## src/rtl/dt_pkg.sv

```systemverilog
package dt_pkg;

  localparam int DATA_W  = 32;
  localparam int NUM_TMR = 2;
  localparam int REF_BASE = 4;

  // register offsets (bytes)
  localparam int OFF_DIV0   = 'h00;
  localparam int OFF_CNT0   = 'h04;
  localparam int OFF_CTL0   = 'h08;
  localparam int OFF_DIV1   = 'h10;
  localparam int OFF_CNT1   = 'h14;
  localparam int OFF_CTL1   = 'h18;
  localparam int OFF_TIME   = 'h38;
  localparam int OFF_MASK   = 'h48;
  localparam int OFF_ACK    = 'h4C;
  localparam int OFF_RAW    = 'h50;
  localparam int OFF_MASKED = 'h54;

  typedef enum logic [1:0] {
    OP_LOAD = 2'd0,
    OP_HOLD = 2'd1,
    OP_RUN  = 2'd2,
    OP_NOP  = 2'd3
  } tmrOp_e;

  typedef enum logic [2:0] {
    RD_ZERO, RD_CNT0, RD_CNT1, RD_TIME, RD_MASK, RD_RAW, RD_MASKED
  } rdSel_e;

  typedef struct packed {
    logic [NUM_TMR-1:0] divWr;
    logic [NUM_TMR-1:0] ctlWr;
    logic               maskWr;
    logic               ackWr;
  } dtStrobes_t;

endpackage

```

## src/rtl/dt_ctrl.sv

```systemverilog
module dt_ctrl
  import dt_pkg::*;
#(
  parameter int ADDR_W = 7
) (
  input  logic              wrEn,
  input  logic [ADDR_W-1:0] addr,
  output dtStrobes_t        strb,
  output rdSel_e            rdSel
);

  function automatic logic hit(input logic [ADDR_W-1:0] a, input int off);
    return a == ADDR_W'(off);
  endfunction

  always_comb begin
    strb  = '0;
    rdSel = RD_ZERO;
    if (hit(addr, OFF_DIV0))   strb.divWr[0] = wrEn;
    if (hit(addr, OFF_DIV1))   strb.divWr[1] = wrEn;
    if (hit(addr, OFF_CTL0))   strb.ctlWr[0] = wrEn;
    if (hit(addr, OFF_CTL1))   strb.ctlWr[1] = wrEn;
    if (hit(addr, OFF_MASK))   strb.maskWr   = wrEn;
    if (hit(addr, OFF_ACK))    strb.ackWr    = wrEn;
    if (hit(addr, OFF_CNT0))   rdSel = RD_CNT0;
    if (hit(addr, OFF_CNT1))   rdSel = RD_CNT1;
    if (hit(addr, OFF_TIME))   rdSel = RD_TIME;
    if (hit(addr, OFF_MASK))   rdSel = RD_MASK;
    if (hit(addr, OFF_RAW))    rdSel = RD_RAW;
    if (hit(addr, OFF_MASKED)) rdSel = RD_MASKED;
  end

endmodule

```

## src/rtl/dt_timer.sv

```systemverilog
module dt_timer
  import dt_pkg::*;
#(
  parameter int CNT_W   = 32,
  parameter int NUM_REF = 4
) (
  input  logic               clk,
  input  logic               rstN,
  input  logic               divWr,
  input  logic               ctlWr,
  input  logic [DATA_W-1:0]  wrData,
  input  logic [NUM_REF-1:0] refTick,
  input  logic               extTick,
  output logic [CNT_W-1:0]   count,
  output logic               expire
);

  localparam int SRC_W = $clog2(REF_BASE + NUM_REF);

  logic [CNT_W-1:0] cntQ, divQ;
  logic [SRC_W-1:0] srcQ;
  logic             runQ;
  logic             tick;
  tmrOp_e           op;

  assign op = tmrOp_e'(wrData[1:0]);

  always_comb begin
    tick = 1'b0;
    if (srcQ == '0) tick = extTick;
    for (int k = 0; k < NUM_REF; k++)
      if (int'(srcQ) == REF_BASE + k) tick = refTick[k];
  end

  assign expire = runQ && tick && !ctlWr && (cntQ <= CNT_W'(1));
  assign count  = cntQ;

  always_ff @(posedge clk or negedge rstN) begin
    if (!rstN) begin
      cntQ <= '0;
      divQ <= '0;
      srcQ <= '0;
      runQ <= 1'b0;
    end else begin
      if (divWr) divQ <= wrData[CNT_W-1:0];
      if (ctlWr) begin
        srcQ <= wrData[2 +: SRC_W];
        case (op)
          OP_LOAD: cntQ <= divQ;
          OP_HOLD: runQ <= 1'b0;
          OP_RUN:  runQ <= 1'b1;
          default: ;
        endcase
      end else if (runQ && tick) begin
        cntQ <= (cntQ <= CNT_W'(1)) ? divQ : cntQ - CNT_W'(1);
      end
    end
  end

  // stopped timer keeps its count
  assert_hold_frozen_R3: assert property (@(posedge clk) disable iff (!rstN)
    (!runQ && !ctlWr) |=> $stable(cntQ));

  // load operation copies divisor
  assert_load_copies_R2: assert property (@(posedge clk) disable iff (!rstN)
    (ctlWr && op == OP_LOAD) |=> (cntQ == $past(divQ)));

  // no selected tick, no movement
  assert_no_tick_still_R5: assert property (@(posedge clk) disable iff (!rstN)
    (!tick && !ctlWr) |=> $stable(cntQ));

  // control write cycle never decrements
  assert_ctl_no_count_R9: assert property (@(posedge clk) disable iff (!rstN)
    (ctlWr && op != OP_LOAD) |=> $stable(cntQ));

endmodule

```

## src/rtl/dt_datapath.sv

```systemverilog
module dt_datapath
  import dt_pkg::*;
#(
  parameter int CNT_W   = 32,
  parameter int NUM_REF = 4
) (
  input  logic               clk,
  input  logic               rstN,
  input  dtStrobes_t         strb,
  input  rdSel_e             rdSel,
  input  logic [DATA_W-1:0]  wrData,
  input  logic [NUM_REF-1:0] refTick,
  input  logic               extTick,
  input  logic               timeTick,
  output logic [DATA_W-1:0]  rdData,
  output logic               irqOut
);

  logic [CNT_W-1:0]   cnt [NUM_TMR];
  logic [NUM_TMR-1:0] expire;
  logic [NUM_TMR-1:0] rawQ, maskQ, ackBits;
  logic [DATA_W-1:0]  timeQ;

  for (genvar i = 0; i < NUM_TMR; i++) begin : g_tmr
    dt_timer #(.CNT_W(CNT_W), .NUM_REF(NUM_REF)) u_tmr (
      .clk    (clk),
      .rstN   (rstN),
      .divWr  (strb.divWr[i]),
      .ctlWr  (strb.ctlWr[i]),
      .wrData (wrData),
      .refTick(refTick),
      .extTick(extTick),
      .count  (cnt[i]),
      .expire (expire[i])
    );

    // expiry sets its raw bit
    assert_expire_sets_R4: assert property (@(posedge clk) disable iff (!rstN)
      expire[i] |=> rawQ[i]);

    // written-one acknowledge clears unless an expiry coincides
    assert_ack_clears_R7: assert property (@(posedge clk) disable iff (!rstN)
      (strb.ackWr && wrData[i] && !expire[i]) |=> !rawQ[i]);
  end

  assign ackBits = strb.ackWr ? wrData[NUM_TMR-1:0] : '0;

  always_ff @(posedge clk or negedge rstN) begin
    if (!rstN) begin
      rawQ  <= '0;
      maskQ <= '0;
      timeQ <= '0;
    end else begin
      rawQ <= (rawQ & ~ackBits) | expire;
      if (strb.maskWr) maskQ <= wrData[NUM_TMR-1:0];
      if (timeTick) timeQ <= timeQ + DATA_W'(1);
    end
  end

  assign irqOut = |(rawQ & maskQ);

  always_comb begin
    case (rdSel)
      RD_CNT0:   rdData = DATA_W'(cnt[0]);
      RD_CNT1:   rdData = DATA_W'(cnt[1]);
      RD_TIME:   rdData = timeQ;
      RD_MASK:   rdData = DATA_W'(maskQ);
      RD_RAW:    rdData = DATA_W'(rawQ);
      RD_MASKED: rdData = DATA_W'(rawQ & maskQ);
      default:   rdData = '0;
    endcase
  end

  // time register steps by exactly one per tick
  assert_time_step_R10: assert property (@(posedge clk) disable iff (!rstN)
    timeTick |=> (timeQ == $past(timeQ) + DATA_W'(1)));

  assert_time_still_R10: assert property (@(posedge clk) disable iff (!rstN)
    !timeTick |=> $stable(timeQ));

  // mask write lands on the next edge
  assert_mask_load_R6: assert property (@(posedge clk) disable iff (!rstN)
    strb.maskWr |=> (maskQ == $past(wrData[NUM_TMR-1:0])));

endmodule

```

## src/rtl/dual_timer_irq.sv

```systemverilog
module dual_timer_irq
  import dt_pkg::*;
#(
  parameter int ADDR_W  = 7,
  parameter int CNT_W   = 32,
  parameter int NUM_REF = 4
) (
  input  logic               clk,
  input  logic               rstN,
  input  logic               wrEn,
  input  logic [ADDR_W-1:0]  addr,
  input  logic [31:0]        wrData,
  output logic [31:0]        rdData,
  input  logic [NUM_REF-1:0] refTick,
  input  logic               extTick,
  input  logic               timeTick,
  output logic               irqOut
);

  dtStrobes_t strb;
  rdSel_e     rdSel;

  dt_ctrl #(.ADDR_W(ADDR_W)) u_ctrl (
    .wrEn (wrEn),
    .addr (addr),
    .strb (strb),
    .rdSel(rdSel)
  );

  dt_datapath #(.CNT_W(CNT_W), .NUM_REF(NUM_REF)) u_dp (
    .clk     (clk),
    .rstN    (rstN),
    .strb    (strb),
    .rdSel   (rdSel),
    .wrData  (wrData),
    .refTick (refTick),
    .extTick (extTick),
    .timeTick(timeTick),
    .rdData  (rdData),
    .irqOut  (irqOut)
  );

endmodule

```

## config.mk

```make
export PLATFORM = sky130hd
export DESIGN_NAME = dual_timer_irq
export DESIGN_NICKNAME = d
export VERILOG_FILES = /design/src/rtl/dt_pkg.sv /design/src/rtl/dt_ctrl.sv /design/src/rtl/dt_timer.sv /design/src/rtl/dt_datapath.sv /design/src/rtl/dual_timer_irq.sv
export SDC_FILE = /design/constraint.sdc
export NUM_CORES = 1
export LEC_CHECK = 0
export BUFFER_PORTS_ARGS = -buffer_cell sky130_fd_sc_hd__buf_2
export CORE_MARGIN = 2
export CORE_UTILIZATION = 50
export DETAILED_ROUTE_END_ITERATION = 10
export PLACE_DENSITY = 0.75
export SETUP_SLACK_MARGIN = 0.3
export SLEW_MARGIN = 40
export SYNTH_ARGS = -nofsm -noshare
export SYNTH_HDL_FRONTEND = slang
export SYNTH_SLANG_ARGS = --single-unit
```

## constraint.sdc

```tcl
create_clock -name clk -period 4.95 [get_ports clk]
set_input_delay 0.495 -clock clk [delete_from_list [all_inputs] [get_ports clk]]
set_output_delay 0.495 -clock clk [all_outputs]
set_load 0.03 [all_outputs]
```

# ---- Yosys cells after proc, flatten, opt, wreduce, memory -nomap -nowiden
# Cells that the tools add are included.
# Widths: inputs -> output; s select.
dict set report op_classes {
  n_bitwise 5
  eq_ne 28
  n_addsub 3
  magnitude_cmp 2
  muxes 33
  reduce_logical 20
}
# operator n
set ops {}
lappend ops {{$mux 32} 8}
lappend ops {{$pmux 32 s6} 1}
lappend ops {{$le 32x1->1 const B} 2}
lappend ops {{$sub 32x1->32 const B} 2}
lappend ops {{$add 32x1->32 const B} 1}
lappend ops {{$eq 7x7->1 const B} 4}
lappend ops {{$eq 3x3->1 const B} 7}
lappend ops {{$eq 7x5->1 const B} 3}
lappend ops {{$mux 1} 17}
lappend ops {{$eq 3x2->1 const B} 4}
lappend ops {{$eq 3x1->1 const B} 3}
lappend ops {{$mux 3} 3}
lappend ops {{$reduce_and 2->1} 4}
lappend ops {{$eq 7x3->1 const B} 1}
lappend ops {{$eq 7x4->1 const B} 1}
lappend ops {{$eq 7x6->1 const B} 1}
lappend ops {{$logic_not 7->1} 1}
lappend ops {{$and 2x2->2} 3}
lappend ops {{$logic_and 1x1->1} 6}
lappend ops {{$logic_not 3->1} 2}
lappend ops {{$mux 2} 3}
lappend ops {{$reduce_bool 2->1} 3}
lappend ops {{$ne 2x1->1 const B} 2}
lappend ops {{$eq 2x1->1 const B} 1}
lappend ops {{7 further kinds} 8}
dict set report word_totals {
  ff_bits 172
  inputBits 48
  elab_cells 102
  output_inout_bits 33
}

# ---- Longest topological paths before layout
dict set report depth {
  depth_word 10
  mapped_depth 10
  mapped_depth_nobuf 8
}

# ---- By module
# A second synthesis with hierarchy kept.
dict set report hier_totals {
  cells_unflattened 1016
  hier_area_um2 10148.5
}
# mod instances seq_area_each_um2 cells_per_inst area_each_um2
set modules_own_cells {}
lappend modules_own_cells {{dt_timer at u_dp.g_tmr[0].u_tmr} 1 1701.6 369 3763.6}
lappend modules_own_cells {{dt_timer at u_dp.g_tmr[1].u_tmr} 1 1701.6 361 3709.8}
lappend modules_own_cells {dt_datapath 1 900.9 259 2519.9}
lappend modules_own_cells {dt_ctrl 1 0.0 27 155.1}

# ---- Worst setup path before layout
# No wires, ideal clock.
dict set report synth_timing {
  kind {input-to-output}
  start {input addr[2]}
  end {output rdData[16]}
  path_buffers 2
  arrival_time_ns 1.902
  slack_ns 2.553
  required_time_ns 4.455
  cell_stages 6
  cell_sequence {nor4b_2 -> and4b_1 -> clkbuf_1 -> clkbuf_1 -> a222oi_1 -> inv_1}
}
dict set report synth_between {
  elab_chain_cells 9
  elab_cells_between_ends 19
  classes_between {eq/ne (12); mux (7)}
}
# item line
set synth_lines {}
lappend synth_lines {{start: declaration} dual_timer_irq.sv:11} ;# input logic [ADDR_W-1:0] addr,
lappend synth_lines {{$eq 7x3->1} dt_ctrl.sv:13} ;# return a == ADDR_W'(off);
lappend synth_lines {{$mux 1} dt_ctrl.sv:25} ;# if (hit(addr, OFF_CNT0)) rdSel = RD_CNT0;
lappend synth_lines {{$mux 2} dt_ctrl.sv:26} ;# if (hit(addr, OFF_CNT1)) rdSel = RD_CNT1;
lappend synth_lines {{$mux 2} dt_ctrl.sv:27} ;# if (hit(addr, OFF_TIME)) rdSel = RD_TIME;
lappend synth_lines {{$mux 3} dt_ctrl.sv:28} ;# if (hit(addr, OFF_MASK)) rdSel = RD_MASK;
lappend synth_lines {{$mux 3} dt_ctrl.sv:29} ;# if (hit(addr, OFF_RAW)) rdSel = RD_RAW;
lappend synth_lines {{$mux 3 *} dt_ctrl.sv:30} ;# if (hit(addr, OFF_MASKED)) rdSel = RD_MASKED;
lappend synth_lines {{$eq 3x3->1 (tied with other cells)} dt_datapath.sv:63} ;# case (rdSel)
lappend synth_lines {{$pmux 32 s6 *} dt_datapath.sv:63}
lappend synth_lines {{end: declaration} dual_timer_irq.sv:13} ;# output logic [31:0] rdData,
# Every way passes the cells marked *; elsewhere a longest branch is shown, timed or not.

# ---- Worst setup path after layout
dict set report layout_timing {
  start {input addr[2]}
  end {output rdData[22]}
}
# The elaborated chain is that of the path after synthesis.

==> results.yml <==
worst_setup_path:
  cp_data_arrival_time_ns: 2.59
  crit_family: "simple AND/OR/NAND/NOR gates"
  critPathSlowestCell: "and4b_2"
  startpoint_type: "primary input"
  worstPathRequired_ns: 4.45
  r2r_cells: 6
  path_depth: 7
  worst-r2r-setup-slack_ns: 1.98
  crit_chain: "buf_2 -> nor4b_2 -> and4b_2 -> buf_4 -> a222oi_1 -> inv_1 -> buf_2"
  path_class: "in -> out"
  cp_max_fo: 22
  cpPeakStageDelay_ns: 0.77
  cp_num_buf_inv: 4
  critPathCaptureType: "output pin"
  critPathMostFrequentCell: "buf_2"
power_and_ir_drop:
  p_leak_uw: 0.00503
  pwr_density_cell_mw_per_mm2: 317
  peakVddDrop_mv: 0.280
layout:
  syn_to_final_growth_pct: 12.9
  mostFrequentLayoutCells: "172 x dfrtp_1, 79 x buf_2, 77 x nand2_1"
  antenna_cells: 0
  final_nets: 1062
  layout_commonest_cell: "dfrtp_1"
  fillCellCount: 1563
  drive_above_1_share_pct: 21.5
global_route:
  grt_max_degree: 96
  top_usage_layer: "met2"
  grt_first_pass_wirelength_um: 45800
  grt_pass1_vias: 7933
  antenna_found_initial: 0
  grt_usage_pct: 30.1
  met3_usage_pct: 5.64
  grt_util_met1_pct: 41.4
  gr-total-overflow: 0
  use_met2_pct: 46.2
sta:
  slew_violations: 0
  final.setup_skew_ns: 0.00863
  fin_crit_sh_pct: 62.4
  fin_tns_setup_ns: 0
  clock.fmax_mhz: 324
  worst_slew_pin_slew_ns: 0.818
  setup_viol: 0
  relSlewSlack_pct: 45.3
  finalHoldViolCount: 0
  rsz0062_at_grt: "false"
  fin_ws_ns: 1.86
  min_period_ns: 3.09
logic_synthesis:
  syn-mean-instance-area_sq_um: 9.81
  yosys_warnings: 0
  synth-seq-area-share_pct: 45.9
  syn_inst: 956
  synth_edf_count: 0
  yosysUniqueCellTypes: 69
  syn_nets: 1011
  yosys.area_share.simple_pct: 17.4
  synth-xor-area-share_pct: 2.89
  synth-async-reset-ratio_pct: 100
  synth_area_leader_cell: "dfrtp_1"
  synth_mux_area_share_pct: 9.43
  ys.flop_type: "dfrtp_1"
  ys_seq_elements: 172
  synth_top_area_share_pct: 45.9
  synth_top_family_by_area: "compound AO/OA/AOI/OAI gates"
  synth_compound_area_share_pct: 18.3
  syn_area_sq_mm: 0.00938
  synth_fa_ha_area_share_pct: 0.934
  synth_area_leaders: "dfrtp_1 46%, mux2_2 7.6%, a222oi_1 3.2%"
clock_network:
  postCtsHoldBufs: 0
  insertion_delay_ns: 0.44
  cts-root-buf: "clkbuf_16"
  clk_pin_slew_ns: 0.07
  cts_tree: "done"
  postCtsSetupRepairBufs: 0
  cts_buffer_depth: 2
  numCtsBuffers: 17
  cts.sink_count: 172
  htreeDepth: 4
  cts-resized-gates: 0
floorplanning:
  initial_core_util_pct: 50.5
  die_h_um: 141
  die_w_um: 141
  io_pins: 81
  core_sq_mm: 0.0186
  rows: 50
  design.die.area_sq_mm: 0.0199
detailed_routing:
  wl_per_cell_um: 23.3
  drtPass1Iterations: 8
  remaining_drc_errors: 0
  drt_iter0_markers: 1183
  ant_nets: 0
  viasPerCell: 6.74
  routed_wl_um: 29200
  vias: 8457
placed_design:
  dpl.hpwl_um: 20400
  place.gp.congestion: 0.912
  io_buffers: 80
  post-place-ws_ns: 1.82
min_path:
  min_path_type: "in -> async"
run:
  drv_cap: 0
run_status:
  status: "completed"
Yosys cell counts, types with 20 or more instances:
master	instances
a21oi_1	49
a222oi_1	30
clkbuf_1	50
dfrtp_1	172
inv_1	56
mux2_2	63
nand2_1	79
nand3_1	34
nand4_1	22
nor2_1	51
nor3_1	32
nor4_1	24
o21ai_0	54
xnor2_1	20
per-layer routing:
layer / vias to the layer above / share of wire [%]
met4: 0 / 4.6
li1: 3691 / -
met5: - / 0
met3: 77 / 8.6
met2: 518 / 46
met1: 4171 / 41
per-stage QoR:
stage / instances / instance area, sq um / util (%) / power [uW] / hold WS, ns
6_report: 1254 / 10600 / 57.0 / 3350 / 0.0663
5_1_grt: 1254 / 10600 / 57.0 / 3480 / 0.125
4_1_cts: 1254 / 10600 / 56.9 / 3350 / 0.100
3_5_place_dp: 1222 / 10000 / 53.8 / 2040 / 0.470
3_3_place_gp: 1221 / 9950 / 53.5 / 2020 / 0.463
2_1_floorplan: 956 / 9380 / - / 1860 / 0.199
area by class of cell:
| cell class | instances | area, sq um | share of cell area (%) |
|---|---|---|---|
| Timing Repair Buffer | 95 | 543 | 5.13 |
| Clock inverter | 14 | 136 | 1.29 |
| Sequential cell | 172 | 4300 | 40.7 |
| Multi-Input combinational cell | 665 | 4660 | 44.0 |
| Tap cell | 234 | 293 | 2.77 |
| Clock buffer | 18 | 439 | 4.15 |
| Inverter | 56 | 210 | 1.99 |
kinds of logic (layout without fill, tap and decap cells):
family | count (synthesis) | in the layout
AOI/OAI and AO/OA | 240 | 240
and+or+nand+nor | 307 | 307
adders and majority gates | 7 | 7
buffers and inverters | 119 | 183
DFF | 172 | 172
xor gates and xnor gates | 31 | 31
muxes | 80 | 80
flip-flops by register name (all words and copies together), names as in the netlist:
signal                  count
u_dp.g_tmr.u_tmr.count     64
u_dp.g_tmr.u_tmr.divQ      64
u_dp.g_tmr.u_tmr.runQ       2
u_dp.g_tmr.u_tmr.srcQ       6
u_dp.maskQ                  2
u_dp.rawQ                   2
u_dp.timeQ                 32
path summary, 6_finish.rpt:
path                                                from                            end
setup / recovery                                 addr[2]                     rdData[22]
hold / removal                                      rstN   u_dp.g_tmr[0].u_tmr.divQ[12]
setup reg to reg           u_dp.g_tmr[0].u_tmr.count[17]  u_dp.g_tmr[0].u_tmr.count[26]
hold reg to reg              u_dp.g_tmr[1].u_tmr.divQ[1]    u_dp.g_tmr[1].u_tmr.divQ[1]
max in group asynchronous                           rstN  u_dp.g_tmr[1].u_tmr.count[31]
min in group clk                                timeTick                  u_dp.timeQ[0]
power breakdown:
part / total [uW] / switching, uW / internal (uW)
sequential: 1650 / 146 / 1510
combinational: 374 / 215 / 159
clock: 1320 / 607 / 716
Note: power is estimated with default switching activity, not from simulation.
